`src/rtl/logic_shift_unit.sv`:
```
module logic_shift_unit #(
  parameter int W = 16,
  localparam int H = W / 2
) (
  input  logic         clk,
  input  logic         rst_n,
  input  logic         start,
  input  logic [3:0]   op_i,
  input  logic         wide_i,
  input  logic         imm_i,
  input  logic         mem_sel_i,
  input  logic [W-1:0] acc_i,
  input  logic [W-1:0] mem_i,
  input  logic         c_i,
  output logic [W-1:0] res_o,
  output logic [1:0]   dest_o,
  output logic         valid_o,
  output logic         n_o,
  output logic         v_o,
  output logic         z_o,
  output logic         c_o,
  output logic         n_we_o,
  output logic         v_we_o,
  output logic         z_we_o,
  output logic         c_we_o
);
  localparam logic [3:0] OP_AND = 4'd0, OP_OR = 4'd1, OP_XOR = 4'd2, OP_TST = 4'd3,
                         OP_SET = 4'd4, OP_CLR = 4'd5, OP_SHL = 4'd6, OP_SHR = 4'd7,
                         OP_RTL = 4'd8, OP_RTR = 4'd9;
  localparam logic [1:0] TO_NONE = 2'd0, TO_ACC = 2'd1, TO_MEM = 2'd2;

  logic [W-1:0] src, raw, res;
  logic [1:0]   dst;
  logic [3:0]   we;
  logic         n_nx, v_nx, z_nx, c_nx;
  logic         src_top, mem_top, mem_nxt, z_and, z_res;

  assign src     = mem_sel_i ? mem_i : acc_i;
  assign src_top = wide_i ? src[W-1] : src[H-1];
  assign mem_top = wide_i ? mem_i[W-1] : mem_i[H-1];
  assign mem_nxt = wide_i ? mem_i[W-2] : mem_i[H-2];
  assign z_and   = wide_i ? ((acc_i & mem_i) == '0) : ((acc_i[H-1:0] & mem_i[H-1:0]) == '0);
  assign res     = wide_i ? raw : {acc_i[W-1:H], raw[H-1:0]};
  assign z_res   = wide_i ? (res == '0) : (res[H-1:0] == '0);

  always_comb begin
    raw  = acc_i;
    dst  = TO_NONE;
    we   = 4'b0000;
    c_nx = 1'b0;
    n_nx = wide_i ? res[W-1] : res[H-1];
    v_nx = 1'b0;
    z_nx = z_res;
    unique case (op_i)
      OP_AND: begin raw = acc_i & mem_i; dst = TO_ACC; we = 4'b1010; end
      OP_OR:  begin raw = acc_i | mem_i; dst = TO_ACC; we = 4'b1010; end
      OP_XOR: begin raw = acc_i ^ mem_i; dst = TO_ACC; we = 4'b1010; end
      OP_TST: begin
        n_nx = mem_top;
        v_nx = mem_nxt;
        z_nx = z_and;
        we   = imm_i ? 4'b0010 : 4'b1110;
      end
      OP_SET: begin raw = mem_i | acc_i;  dst = TO_MEM; z_nx = z_and; we = 4'b0010; end
      OP_CLR: begin raw = mem_i & ~acc_i; dst = TO_MEM; z_nx = z_and; we = 4'b0010; end
      OP_SHL, OP_RTL: begin
        raw  = {src[W-2:0], (op_i == OP_RTL) & c_i};
        c_nx = src_top;
        dst  = mem_sel_i ? TO_MEM : TO_ACC;
        we   = 4'b1011;
      end
      OP_SHR, OP_RTR: begin
        raw  = {(op_i == OP_RTR) & c_i, src[W-1:1]};
        if (!wide_i) raw[H-1] = (op_i == OP_RTR) & c_i;
        c_nx = src[0];
        dst  = mem_sel_i ? TO_MEM : TO_ACC;
        we   = 4'b1011;
      end
      default: ;
    endcase
  end

  always_ff @(posedge clk) begin
    if (!rst_n) begin
      res_o   <= '0;
      dest_o  <= TO_NONE;
      valid_o <= 1'b0;
      {n_o, v_o, z_o, c_o} <= 4'b0000;
      {n_we_o, v_we_o, z_we_o, c_we_o} <= 4'b0000;
    end else begin
      valid_o <= start;
      dest_o  <= start ? dst : TO_NONE;
      {n_we_o, v_we_o, z_we_o, c_we_o} <= start ? we : 4'b0000;
      if (start) begin
        res_o <= res;
        if (we[3]) n_o <= n_nx;
        if (we[2]) v_o <= v_nx;
        if (we[1]) z_o <= z_nx;
        if (we[0]) c_o <= c_nx;
      end
    end
  end
endmodule


```
`config.mk`:
```
export PLATFORM = sky130hd
export DESIGN_NAME = logic_shift_unit
export DESIGN_NICKNAME = d
export VERILOG_FILES = /design/src/rtl/logic_shift_unit.sv
export SDC_FILE = /design/constraint.sdc
export NUM_CORES = 1
export LEC_CHECK = 0
export ABC_CLOCK_PERIOD_IN_PS = 5840
export BUFFER_PORTS_ARGS = -buffer_cell sky130_fd_sc_hd__buf_2
export CORE_MARGIN = 8
export CORE_UTILIZATION = 61
export CTS_BUF_LIST = sky130_fd_sc_hd__clkbuf_8 sky130_fd_sc_hd__clkbuf_16
export CTS_CLUSTER_SIZE = 40
export DETAILED_ROUTE_END_ITERATION = 6
export PLACE_DENSITY = 0.94
export SLEW_MARGIN = 10
export SYNTH_ARGS = -nofsm -noshare
export SYNTH_HDL_FRONTEND = slang
export SYNTH_SLANG_ARGS = --single-unit
```
`constraint.sdc`:
```
create_clock -name clk -period 5.84 [get_ports clk]
set_input_delay 0.292 -clock clk [delete_from_list [all_inputs] [get_ports clk]]
set_output_delay 0.292 -clock clk [all_outputs]
set_load 0.005 [all_outputs]
```
== Word-level counts from Yosys, hierarchy flattened ==
Index checks and enable logic that the tools add are counted.

* Flip-flop bits (word level): 27
* Logic and storage cells: 63
* Input port bits: 43
* Output and inout bits: 27

* Muxes and demuxes: 18
* Equal/unequal tests: 9
* Reductions and logical operators: 17
* Bitwise operators: 8

{| class="wikitable"
|+ Operator list
! cell !! number
|-
| one-hot mux 16 bit (6 select lines) || 1
|-
| AND 16 bit || 2
|-
| logical NOT 16 bit || 2
|-
| two-way mux 16 bit || 2
|-
| == test 4 x 3 -> 1 bit, second input constant || 4
|-
| logical NOT 8 bit || 2
|-
| NOT 16 bit || 1
|-
| bitwise OR 16 bit || 1
|-
| one-hot mux 4 bit (4 select lines) || 1
|-
| XOR 16 bit || 1
|-
| two-way mux 1 bit || 10
|-
| AND reduction 2 bit || 5
|-
| AND 8 bit || 1
|-
| == test 4 x 2 -> 1 bit, second input constant || 2
|-
| == test 4 bit, second input constant || 2
|-
| OR reduction 2 bit || 4
|-
| one-hot mux 2 bit (3 select lines) || 1
|-
| OR reduction 3 bit || 2
|-
| == test 4 x 1 -> 1 bit, second input constant || 1
|-
| logical NOT 4 bit || 1
|-
| two-way mux 4 bit || 1
|-
| OR reduction 4 bit || 1
|-
| AND 1 bit || 2
|-
| two-way mux 2 bit || 1
|-
| one-hot mux 1 bit (2 select lines) || 1
|}

== Depth between registers and ports, before layout ==
Gate-level depths: netlist of run 1.

* Depth in word-level cells: 8
* Depth in mapped cells: 11

== Least setup slack after synthesis of run 1 ==
OpenSTA, ideal clock, no wires.

* Path type: input -> register
* Start point: input mem_sel_i
* End point: register z_o
* Library setup time: 96 ps
* Data arrival time: 2450 ps
* Data required time: 5744 ps
* Setup slack: 3295 ps
* Cell stages on the path: 9
* Cells stage by stage: buf_6 buf_2 clkbuf_1 mux4_2 a22oi_1 o211ai_1 a2111o_1 o41a_1 o41ai_2

* Longest elaborated chain between the ends: 7
* Elaborated cells on any way between the ends: 8

{| class="wikitable"
|+ RTL lines
! what !! RTL line !! text
|-
| start: declaration || 11 || <nowiki>input logic mem_sel_i,</nowiki>
|-
| two-way mux 16 bit * || 38 || <nowiki>assign src = mem_sel_i ? mem_i : acc_i;</nowiki>
|-
| two-way mux 1 bit || 74 || <nowiki>if (!wide_i) raw[H-1] = (op_i == OP_RTR) & c_i;</nowiki>
|-
| one-hot mux 16 bit (6 select lines) * || 54 || <nowiki>unique case (op_i)</nowiki>
|-
| two-way mux 16 bit * || 43 || <nowiki>assign res = wide_i ? raw : {acc_i[W-1:H], raw[H-1:0]};</nowiki>
|-
| logical NOT 16 bit / logical NOT 8 bit (equally long branches) || 44 || <nowiki>assign z_res = wide_i ? (res == '0) : (res[H-1:0] == '0);</nowiki>
|-
| two-way mux 1 bit * || 44 ||
|-
| two-way mux 1 bit * || 54 ||
|-
| end signal: assignment || 98 || <nowiki>if (we[1]) z_o <= z_nx;</nowiki>
|-
| end: declaration || 20 || <nowiki>output logic z_o,</nowiki>
|}

Every way passes the cells marked *; elsewhere a longest branch is shown, timed or not.
A chain may end at the register's enable or synchronous reset.

== Final worst setup path of run 1 ==
* Start point: input op_i[0]
* End point: register z_o

* Longest elaborated chain between the ends: 8
* Elaborated cells on any way between the ends: 28

{| class="wikitable"
|+ RTL lines
! what !! RTL line !! text
|-
| start: declaration || 8 || <nowiki>input logic [3:0] op_i,</nowiki>
|-
| == test 4 bit || 54, 73, 74 ||
|-
| AND 1 bit || 73, 74 ||
|-
| two-way mux 1 bit || 74 ||
|-
| one-hot mux 16 bit (6 select lines) || 54 ||
|-
| two-way mux 16 bit || 43 ||
|-
| logical NOT 16 bit / logical NOT 8 bit (equally long branches) || 44 ||
|-
| two-way mux 1 bit || 44 ||
|-
| two-way mux 1 bit || 54 ||
|}

Parallel ways exist; a longest one is shown, timed or not.

==> impl_metrics.prom, run 1 <==
# TYPE chip_impl_metric gauge
chip_impl_metric{name="totalWireLength",unit="mm"} 10.6
chip_impl_metric{name="io-pin-count",unit=""} 70
chip_impl_metric{name="drt_pass1_iterations",unit=""} 7
chip_impl_metric{name="initial_utilization",unit=""} 0.637
chip_impl_info{name="violations",value="DRC"} 1
chip_impl_metric{name="max_cap_viol_count",unit=""} 0
chip_impl_info{name="biggest_area_contributors_in_the_synthesized_netlist",value="sky130_fd_sc_hd__ha_1 (17%), sky130_fd_sc_hd__dfxtp_1 (15%), sky130_fd_sc_hd__mux2i_1 (7.1%)"} 1
chip_impl_metric{name="drtIter0Drc",unit=""} 375
chip_impl_metric{name="grt_util_met2",unit=""} 0.382
chip_impl_info{name="worstSetupEndpointType",value="register"} 1
chip_impl_metric{name="ir_drop_worst_case_vdd",unit="uV"} 142
chip_impl_metric{name="yosys_warnings",unit=""} 0
chip_impl_metric{name="initial_antenna_violation_count",unit=""} 0
chip_impl_metric{name="tmin_final",unit="ns"} 3.26
chip_impl_metric{name="yosys_register_bits",unit=""} 27
chip_impl_metric{name="first_global_vias",unit=""} 3440
chip_impl_metric{name="cts_hold_repair.buffers",unit=""} 0
chip_impl_metric{name="worst-slew-pin-transition",unit="ns"} 1.09
chip_impl_metric{name="timing.clock.skew",unit="ns"} 0
chip_impl_metric{name="core_ar",unit="sq mm"} 0.00554
chip_impl_info{name="top_library_cells_by_usage_in_the_layout_fill_and_taps_aside",value="sky130_fd_sc_hd__buf_2 (69), sky130_fd_sc_hd__ha_1 (48), sky130_fd_sc_hd__nor2_1 (45), sky130_fd_sc_hd__inv_1 (38), sky130_fd_sc_hd__dfxtp_1 (27)"} 1
chip_impl_metric{name="synth_top_area_share",unit=""} 0.170
chip_impl_info{name="timing.setup.critical_path_class",value="in -> reg"} 1
chip_impl_metric{name="clock_insertion_delay_worst_skew",unit="ns"} 0.26
chip_impl_metric{name="htree_levels",unit=""} 1
chip_impl_metric{name="number_of_pins_with_negative_max_slew_slack_in_the_final_report",unit=""} 0
chip_impl_metric{name="total_half_perimeter_wirelength_after_legalization_and_detailed_placement",unit="mm"} 7.85
chip_impl_metric{name="synthArstFlopShare",unit=""} 0
chip_impl_metric{name="power_density",unit="mW/mm^2"} 143
chip_impl_metric{name="grt_max_degree",unit=""} 55
chip_impl_metric{name="area.growth.synth_to_final",unit="%"} 6.31
chip_impl_metric{name="cell_area_placed",unit="sq mm"} 0.00371
chip_impl_metric{name="routed-via-count",unit=""} 3590
chip_impl_info{name="cp-startpoint",value="op_i[0]"} 1
chip_impl_metric{name="number_of_flops_mapped_to_enable_cells_by_yosys",unit=""} 0
chip_impl_info{name="min-delay-path-class",value="in -> reg"} 1
chip_impl_metric{name="chipHeight",unit="um"} 92.1
chip_impl_metric{name="io_buffers",unit=""} 69
chip_impl_info{name="globalRoute.busiestLayer",value="met2"} 1
chip_impl_metric{name="slew_headroom",unit=""} 0.270
chip_impl_metric{name="worst_ep_required_time",unit="ns"} 6.01
chip_impl_metric{name="placement_rows",unit=""} 27
chip_impl_info{name="final_common_cell",value="sky130_fd_sc_hd__buf_2"} 1
chip_impl_info{name="worstSetupStartpointType",value="input pin"} 1
chip_impl_info{name="worstReg2RegEnd",value="z_o"} 1
chip_impl_info{name="tritoncts",value="built"} 1
chip_impl_metric{name="replace_congestion",unit=""} 0.951
chip_impl_metric{name="fp.dieW",unit="um"} 92.1
chip_impl_metric{name="maximum_clock_frequency",unit="MHz"} 306
chip_impl_metric{name="cts_resized",unit=""} 0
chip_impl_metric{name="drt-vias-per-instance",unit=""} 6.59
chip_impl_metric{name="yosysSeqAreaShare",unit=""} 0.153
chip_impl_metric{name="netlist_area",unit="sq mm"} 0.00353
chip_impl_metric{name="clock_sinks",unit=""} 27
chip_impl_metric{name="place_inst",unit=""} 541
chip_impl_metric{name="design.final.nets",unit=""} 565
chip_impl_metric{name="final_cell_count_no_fill",unit=""} 545
chip_impl_metric{name="post_route_cells_drive_above_1_share",unit=""} 0.205
chip_impl_metric{name="logic_depth_of_the_worst_register_to_register_path",unit=""} 4
chip_impl_info{name="post-synth-top-area-cell",value="sky130_fd_sc_hd__ha_1"} 1
chip_impl_metric{name="tritoncts.num_buffers",unit=""} 3
chip_impl_info{name="synth_top_flop_cell",value="sky130_fd_sc_hd__dfxtp_1"} 1
chip_impl_metric{name="met3_usage",unit=""} 0.0440
chip_impl_info{name="crit_path_end",value="z_o"} 1
chip_impl_metric{name="crit_path_max_fanout",unit=""} 54
chip_impl_metric{name="fin_area",unit="sq mm"} 0.00375
chip_impl_metric{name="timing.critical_path.arrival",unit="ns"} 3.44
chip_impl_info{name="crit-reg2reg-launch",value="z_o"} 1
chip_impl_metric{name="fin_setup_tns",unit="ns"} 0
chip_impl_metric{name="synth_cells",unit=""} 433
chip_impl_metric{name="power.total",unit="mW"} 0.538
chip_impl_metric{name="clock_tree_buf_depth",unit=""} 2
chip_impl_info{name="clockRootBuffer",value="sky130_fd_sc_hd__clkbuf_8"} 1
chip_impl_info{name="run_status",value="finished with violations"} 1
chip_impl_metric{name="met1_usage",unit=""} 0.290
chip_impl_metric{name="grtUsageTotal",unit=""} 0.236
chip_impl_metric{name="grt_first_pass_wirelength",unit="mm"} 16.7
chip_impl_info{name="setup_repair_after_global_routing_missed_its_margin",value="no"} 1
chip_impl_metric{name="post_cts.repair.setup_buffers",unit=""} 0
chip_impl_metric{name="synthDistinctLibCells",unit=""} 69
chip_impl_metric{name="synth_area_per_cell",unit="sq um"} 8.15
chip_impl_metric{name="timing_hold_violations_final",unit=""} 0
chip_impl_metric{name="cellLeakagePower",unit="nW"} 1.83
chip_impl_metric{name="antenna_left",unit=""} 0
chip_impl_metric{name="route.detailed.drc",unit=""} 8
chip_impl_metric{name="die-area",unit="sq mm"} 0.00848
chip_impl_metric{name="synth.net_count",unit=""} 524
chip_impl_metric{name="globalRouteOverflowTotal",unit=""} 0
chip_impl_metric{name="num_antenna_cells",unit=""} 0
chip_impl_metric{name="routedWlPerCell",unit="um"} 19.4
chip_impl_metric{name="timing.reg2reg.setup_slack",unit="ns"} 4.20
chip_impl_metric{name="worst_setup_hold_path_clk_slew",unit="ns"} 0.08
chip_impl_metric{name="setup_viol",unit=""} 0
chip_impl_metric{name="period_share",unit=""} 0.559
[metrics by stage]
stage	hold slack (ns)	utilization	setup WS (ns)
after global placement	0.455	0.669	2.43
after CTS	0.231	0.677	2.67
after detailed placement	0.474	0.669	2.40
after global routing	0.239	0.677	2.44
after floorplan	0.371	-	3.29
final	0.245	0.677	2.58
[critical path, stage by stage]
cell and delay, ns:
sky130_fd_sc_hd__buf_2 0.69, sky130_fd_sc_hd__inv_1 0.50, sky130_fd_sc_hd__mux2_2 0.34, sky130_fd_sc_hd__o221ai_1 0.11, sky130_fd_sc_hd__o32a_1 0.42, sky130_fd_sc_hd__nor4b_2 0.29
sky130_fd_sc_hd__or4b_1 0.48, sky130_fd_sc_hd__o41ai_2 0.31
[layer usage]
metal	vias up	routed length [um]
met5	-	0
met4	0	563
met3	66	980
met2	292	4920
met1	1576	4110
li1	1656	-
[report_power, final]
part | switching [mW] | total [mW] | internal (mW)
clock | 0.0524 | 0.0994 | 0.0470
sequential | 0.00580 | 0.201 | 0.196
combinational | 0.143 | 0.238 | 0.0945
[synthesized netlist by cell type (6+ instances only)]
| cell | count |
|---|---|
| sky130_fd_sc_hd__dfxtp_1 | 27 |
| sky130_fd_sc_hd__a211oi_1 | 6 |
| sky130_fd_sc_hd__buf_2 | 7 |
| sky130_fd_sc_hd__nand2_1 | 26 |
| sky130_fd_sc_hd__nor2_1 | 45 |
| sky130_fd_sc_hd__inv_1 | 37 |
| sky130_fd_sc_hd__mux4_2 | 6 |
| sky130_fd_sc_hd__o211ai_1 | 9 |
| sky130_fd_sc_hd__mux2i_1 | 25 |
| sky130_fd_sc_hd__o21ai_0 | 8 |
| sky130_fd_sc_hd__ha_1 | 48 |
| sky130_fd_sc_hd__nor2b_1 | 8 |
| sky130_fd_sc_hd__o22ai_1 | 6 |
| sky130_fd_sc_hd__nand3_1 | 9 |
| sky130_fd_sc_hd__a22o_1 | 6 |
| sky130_fd_sc_hd__nor3_1 | 10 |
| sky130_fd_sc_hd__clkbuf_1 | 6 |
| sky130_fd_sc_hd__a21oi_1 | 23 |
| sky130_fd_sc_hd__nand2b_1 | 7 |
| sky130_fd_sc_hd__buf_6 | 9 |
[final cells by class]
class / count / area [sq um]
multi-input cells: 333 / 2580
fillers: 488 / 1790
clock inverters: 1 / 3.75
repair buffers: 69 / 345
inverters: 40 / 150
flip-flops and latches: 27 / 541
well taps: 72 / 90.1
clock buffers: 3 / 41.3
[cells by family after synthesis]
kind of cell             count (synthesis)  share of synthesized area
AO/OA/AOI/OAI                          115                      0.240
buffers and inverters                   73                      0.116
adder cells (fa/ha/maj)                 48                      0.170
flip-flops                              27                      0.153
multiplexers                            36                      0.125
AND/OR/NAND/NOR                        134                      0.196
[worst min-delay path by stage]
| stage | from | slack, ns | endpoint | depth (start not counted) |
|---|---|---|---|---|
| finish | imm_i | 0.25 | v_we_o | 2 |
| floorplan | imm_i | 0.37 | v_we_o | 1 |
| detailed placement | res_o[6] | 0.47 | res_o[6] | 2 |
| global placement | res_o[6] | 0.45 | res_o[6] | 2 |
| CTS | imm_i | 0.23 | v_we_o | 2 |
| global route | imm_i | 0.24 | v_we_o | 2 |
[registers in the layout, indices dropped and copies added (netlist names)]
signal	count
n_we_o	1
c_we_o	1
res_o	16
v_o	1
n_o	1
v_we_o	1
c_o	1
valid_o	1
z_o	1
z_we_o	1
dest_o	2
(Power assumes the default switching activity.)
==> run 2, diff against run 1 <==
--- a/config.mk
+++ b/config.mk
@@ -5,14 +5,14 @@
 export SDC_FILE = /design/constraint.sdc
 export NUM_CORES = 1
 export LEC_CHECK = 0
-export ABC_CLOCK_PERIOD_IN_PS = 5840
+export ABC_CLOCK_PERIOD_IN_PS = 2600
 export BUFFER_PORTS_ARGS = -buffer_cell sky130_fd_sc_hd__buf_2
 export CORE_MARGIN = 8
-export CORE_UTILIZATION = 61
+export CORE_UTILIZATION = 51
 export CTS_BUF_LIST = sky130_fd_sc_hd__clkbuf_8 sky130_fd_sc_hd__clkbuf_16
 export CTS_CLUSTER_SIZE = 40
 export DETAILED_ROUTE_END_ITERATION = 6
-export PLACE_DENSITY = 0.94
+export PLACE_DENSITY = 0.85
 export SLEW_MARGIN = 10
 export SYNTH_ARGS = -nofsm -noshare
 export SYNTH_HDL_FRONTEND = slang
==> constraint.sdc (replaced) <==
create_clock -name clk -period 2.6 [get_ports clk]
set_input_delay 0.13 -clock clk [delete_from_list [all_inputs] [get_ports clk]]
set_output_delay 0.13 -clock clk [all_outputs]
set_load 0.005 [all_outputs]
==> impl_metrics.prom, run 2 (synthesized netlist as in run 1, its figures left out) <==
# TYPE chip_impl_metric gauge
chip_impl_info{name="setup_repair_after_global_routing_missed_its_margin",value="no"} 1
chip_impl_metric{name="total_half_perimeter_wirelength_after_legalization_and_detailed_placement",unit="mm"} 8.92
chip_impl_metric{name="area.growth.synth_to_final",unit="%"} 15.5
chip_impl_metric{name="crit_path_max_fanout",unit=""} 23
chip_impl_info{name="top_library_cells_by_usage_in_the_layout_fill_and_taps_aside",value="sky130_fd_sc_hd__buf_2 (69), sky130_fd_sc_hd__ha_1 (48), sky130_fd_sc_hd__nor2_1 (45), sky130_fd_sc_hd__buf_4 (39), sky130_fd_sc_hd__inv_1 (38)"} 1
chip_impl_metric{name="fin_area",unit="sq mm"} 0.00408
chip_impl_metric{name="switchingPower",unit="mW"} 0.474
chip_impl_metric{name="worst_ep_required_time",unit="ns"} 2.78
chip_impl_metric{name="io_buffers",unit=""} 69
chip_impl_metric{name="grtUsageTotal",unit=""} 0.225
chip_impl_metric{name="power_frac_clock",unit=""} 0.183
chip_impl_metric{name="grt_first_pass_wirelength",unit="mm"} 18.3
chip_impl_metric{name="replace_congestion",unit=""} 0.964
chip_impl_metric{name="io-pin-count",unit=""} 70
chip_impl_metric{name="drt_pass1_iterations",unit=""} 5
chip_impl_metric{name="first_global_vias",unit=""} 3771
chip_impl_metric{name="slew_headroom",unit=""} 0.439
chip_impl_metric{name="setup_viol",unit=""} 0
chip_impl_metric{name="max_cap_viol_count",unit=""} 0
chip_impl_metric{name="routedWlPerCell",unit="um"} 18.8
chip_impl_metric{name="routed-via-count",unit=""} 3714
chip_impl_metric{name="drt-vias-per-instance",unit=""} 6.26
chip_impl_metric{name="drtIter0Drc",unit=""} 347
chip_impl_metric{name="placement_rows",unit=""} 30
chip_impl_metric{name="grt_max_degree",unit=""} 29
chip_impl_metric{name="clock_tree_buf_depth",unit=""} 2
chip_impl_info{name="clockRootBuffer",value="sky130_fd_sc_hd__clkbuf_8"} 1
chip_impl_metric{name="timing_hold_violations_final",unit=""} 0
chip_impl_metric{name="cts_resized",unit=""} 0
chip_impl_metric{name="post_route_cells_drive_above_1_share",unit=""} 0.267
chip_impl_metric{name="design.final.nets",unit=""} 605
chip_impl_info{name="top_regs",value="res_o x16, dest_o x2"} 1
chip_impl_metric{name="timing.critical_path.arrival",unit="ns"} 2.58
chip_impl_metric{name="post_cts.repair.setup_buffers",unit=""} 0
chip_impl_metric{name="clock_insertion_delay_worst_skew",unit="ns"} 0.27
chip_impl_metric{name="globalRouteOverflowTotal",unit=""} 0
chip_impl_metric{name="antenna_left",unit=""} 0
chip_impl_metric{name="num_antenna_cells",unit=""} 0
chip_impl_metric{name="initial_antenna_violation_count",unit=""} 0
chip_impl_metric{name="ir_drop_worst_case_vdd",unit="uV"} 205
chip_impl_metric{name="final.hold.worst_slack",unit="ns"} 0.0563
chip_impl_metric{name="tritoncts.num_buffers",unit=""} 3
chip_impl_metric{name="chipHeight",unit="um"} 99.2
chip_impl_info{name="timing.setup.critical_path_class",value="in -> reg"} 1
chip_impl_info{name="tritoncts",value="built"} 1
chip_impl_metric{name="power_report.internal_total",unit="mW"} 0.806
chip_impl_metric{name="seq_power_share",unit=""} 0.353
chip_impl_metric{name="worst_setup_hold_path_clk_slew",unit="ns"} 0.09
chip_impl_metric{name="period_share",unit=""} 0.925
chip_impl_metric{name="power.total",unit="mW"} 1.28
chip_impl_metric{name="largest_register_ff_count",unit=""} 16
chip_impl_metric{name="power.share.switching",unit=""} 0.370
chip_impl_metric{name="power_density",unit="mW/mm^2"} 314
chip_impl_metric{name="fp.dieW",unit="um"} 99.2
chip_impl_metric{name="cts_hold_repair.buffers",unit=""} 0
chip_impl_metric{name="cell_area_placed",unit="sq mm"} 0.00403
chip_impl_metric{name="pre_cts_ws",unit="ns"} -0.0446
chip_impl_metric{name="final.setup.worst_slack",unit="ns"} 0.195
chip_impl_info{name="worstSetupStartpointType",value="input pin"} 1
chip_impl_metric{name="htree_levels",unit=""} 1
chip_impl_info{name="final_common_cell",value="sky130_fd_sc_hd__buf_2"} 1
chip_impl_metric{name="number_of_pins_with_negative_max_slew_slack_in_the_final_report",unit=""} 0
chip_impl_metric{name="cellLeakagePower",unit="nW"} 2.03
chip_impl_info{name="min-delay-path-class",value="in -> reg"} 1
chip_impl_metric{name="worst-slew-pin-transition",unit="ns"} 0.838
chip_impl_metric{name="totalWireLength",unit="mm"} 11.2
chip_impl_info{name="run_status",value="complete, no violations"} 1
chip_impl_metric{name="maximum_clock_frequency",unit="MHz"} 416
chip_impl_metric{name="p_comb_frac",unit=""} 0.465
chip_impl_info{name="worstSetupEndpointType",value="register"} 1
chip_impl_metric{name="initial_utilization",unit=""} 0.522
chip_impl_metric{name="timing.clock.skew",unit="ns"} 0
chip_impl_metric{name="route.detailed.drc",unit=""} 0
chip_impl_metric{name="core_ar",unit="sq mm"} 0.00676
chip_impl_metric{name="tmin_final",unit="ns"} 2.40
chip_impl_metric{name="die-area",unit="sq mm"} 0.00984
chip_impl_info{name="reg_with_most_ffs",value="res_o"} 1
chip_impl_metric{name="clock_sinks",unit=""} 27
==> run 2: final timing paths <==
| path | startpoint | endpoint | slack [ns] | cells past startpoint |
|---|---|---|---|---|
| hold / removal | imm_i | v_we_o | 0.06 | 2 |
| setup / recovery | op_i[2] | z_o | 0.20 | 8 |
| setup reg to reg | z_o | z_o | 0.97 | 4 |
| hold reg to reg | res_o[10] | res_o[10] | 0.49 | 2 |
==> run 2: layout make-up <==
cell class / instances / area, sq um
Clock buffer: 3 / 41.3
Inverter: 40 / 150
Multi-Input combinational cell: 333 / 2580
Sequential cell: 27 / 541
Fill cell: 630 / 2680
Tap cell: 80 / 100
Timing Repair Buffer: 109 / 658
Clock inverter: 1 / 3.75
==> run 2: worst max-delay path, stage by stage <==
cell and delay, ns:
sky130_fd_sc_hd__buf_2 0.39, sky130_fd_sc_hd__nand2b_1 0.19, sky130_fd_sc_hd__o21ai_1 0.24, sky130_fd_sc_hd__a222oi_1 0.55, sky130_fd_sc_hd__o21ai_1 0.15, sky130_fd_sc_hd__or2_2 0.31, sky130_fd_sc_hd__o41a_1 0.41, sky130_fd_sc_hd__o41ai_2 0.21
==> run 2: stage by stage <==
stage,setup TNS [ns],utilization,cells
after floorplan,0,-,433
after global placement,0,0.596,589
after detailed placement,-0.0446,0.596,589
after CTS,0,0.603,593
after global routing,0,0.603,593
final,0,0.603,593
==> run 2: metal layers <==
metal / wire length (um) / GRT usage / vias up
li1: - / - / 1734
met2: 5460 / 0.391 / 182
met1: 4460 / 0.254 / 1760
met5: 0 / 0 / -
met3: 780 / 0.0503 / 38
met4: 469 / 0.108 / 0
==> run 2: power by group through the flow <==
| stage | Clock, mW | Sequential (mW) | Combinational, mW |
|---|---|---|---|
| floorplan | 0 | 0.463 | 0.363 |
| finish | 0.234 | 0.451 | 0.595 |
| CTS | 0.235 | 0.452 | 0.585 |
| global placement | 0 | 0.460 | 0.573 |
| global route | 0.252 | 0.454 | 0.649 |
| detailed placement | 0 | 0.461 | 0.581 |
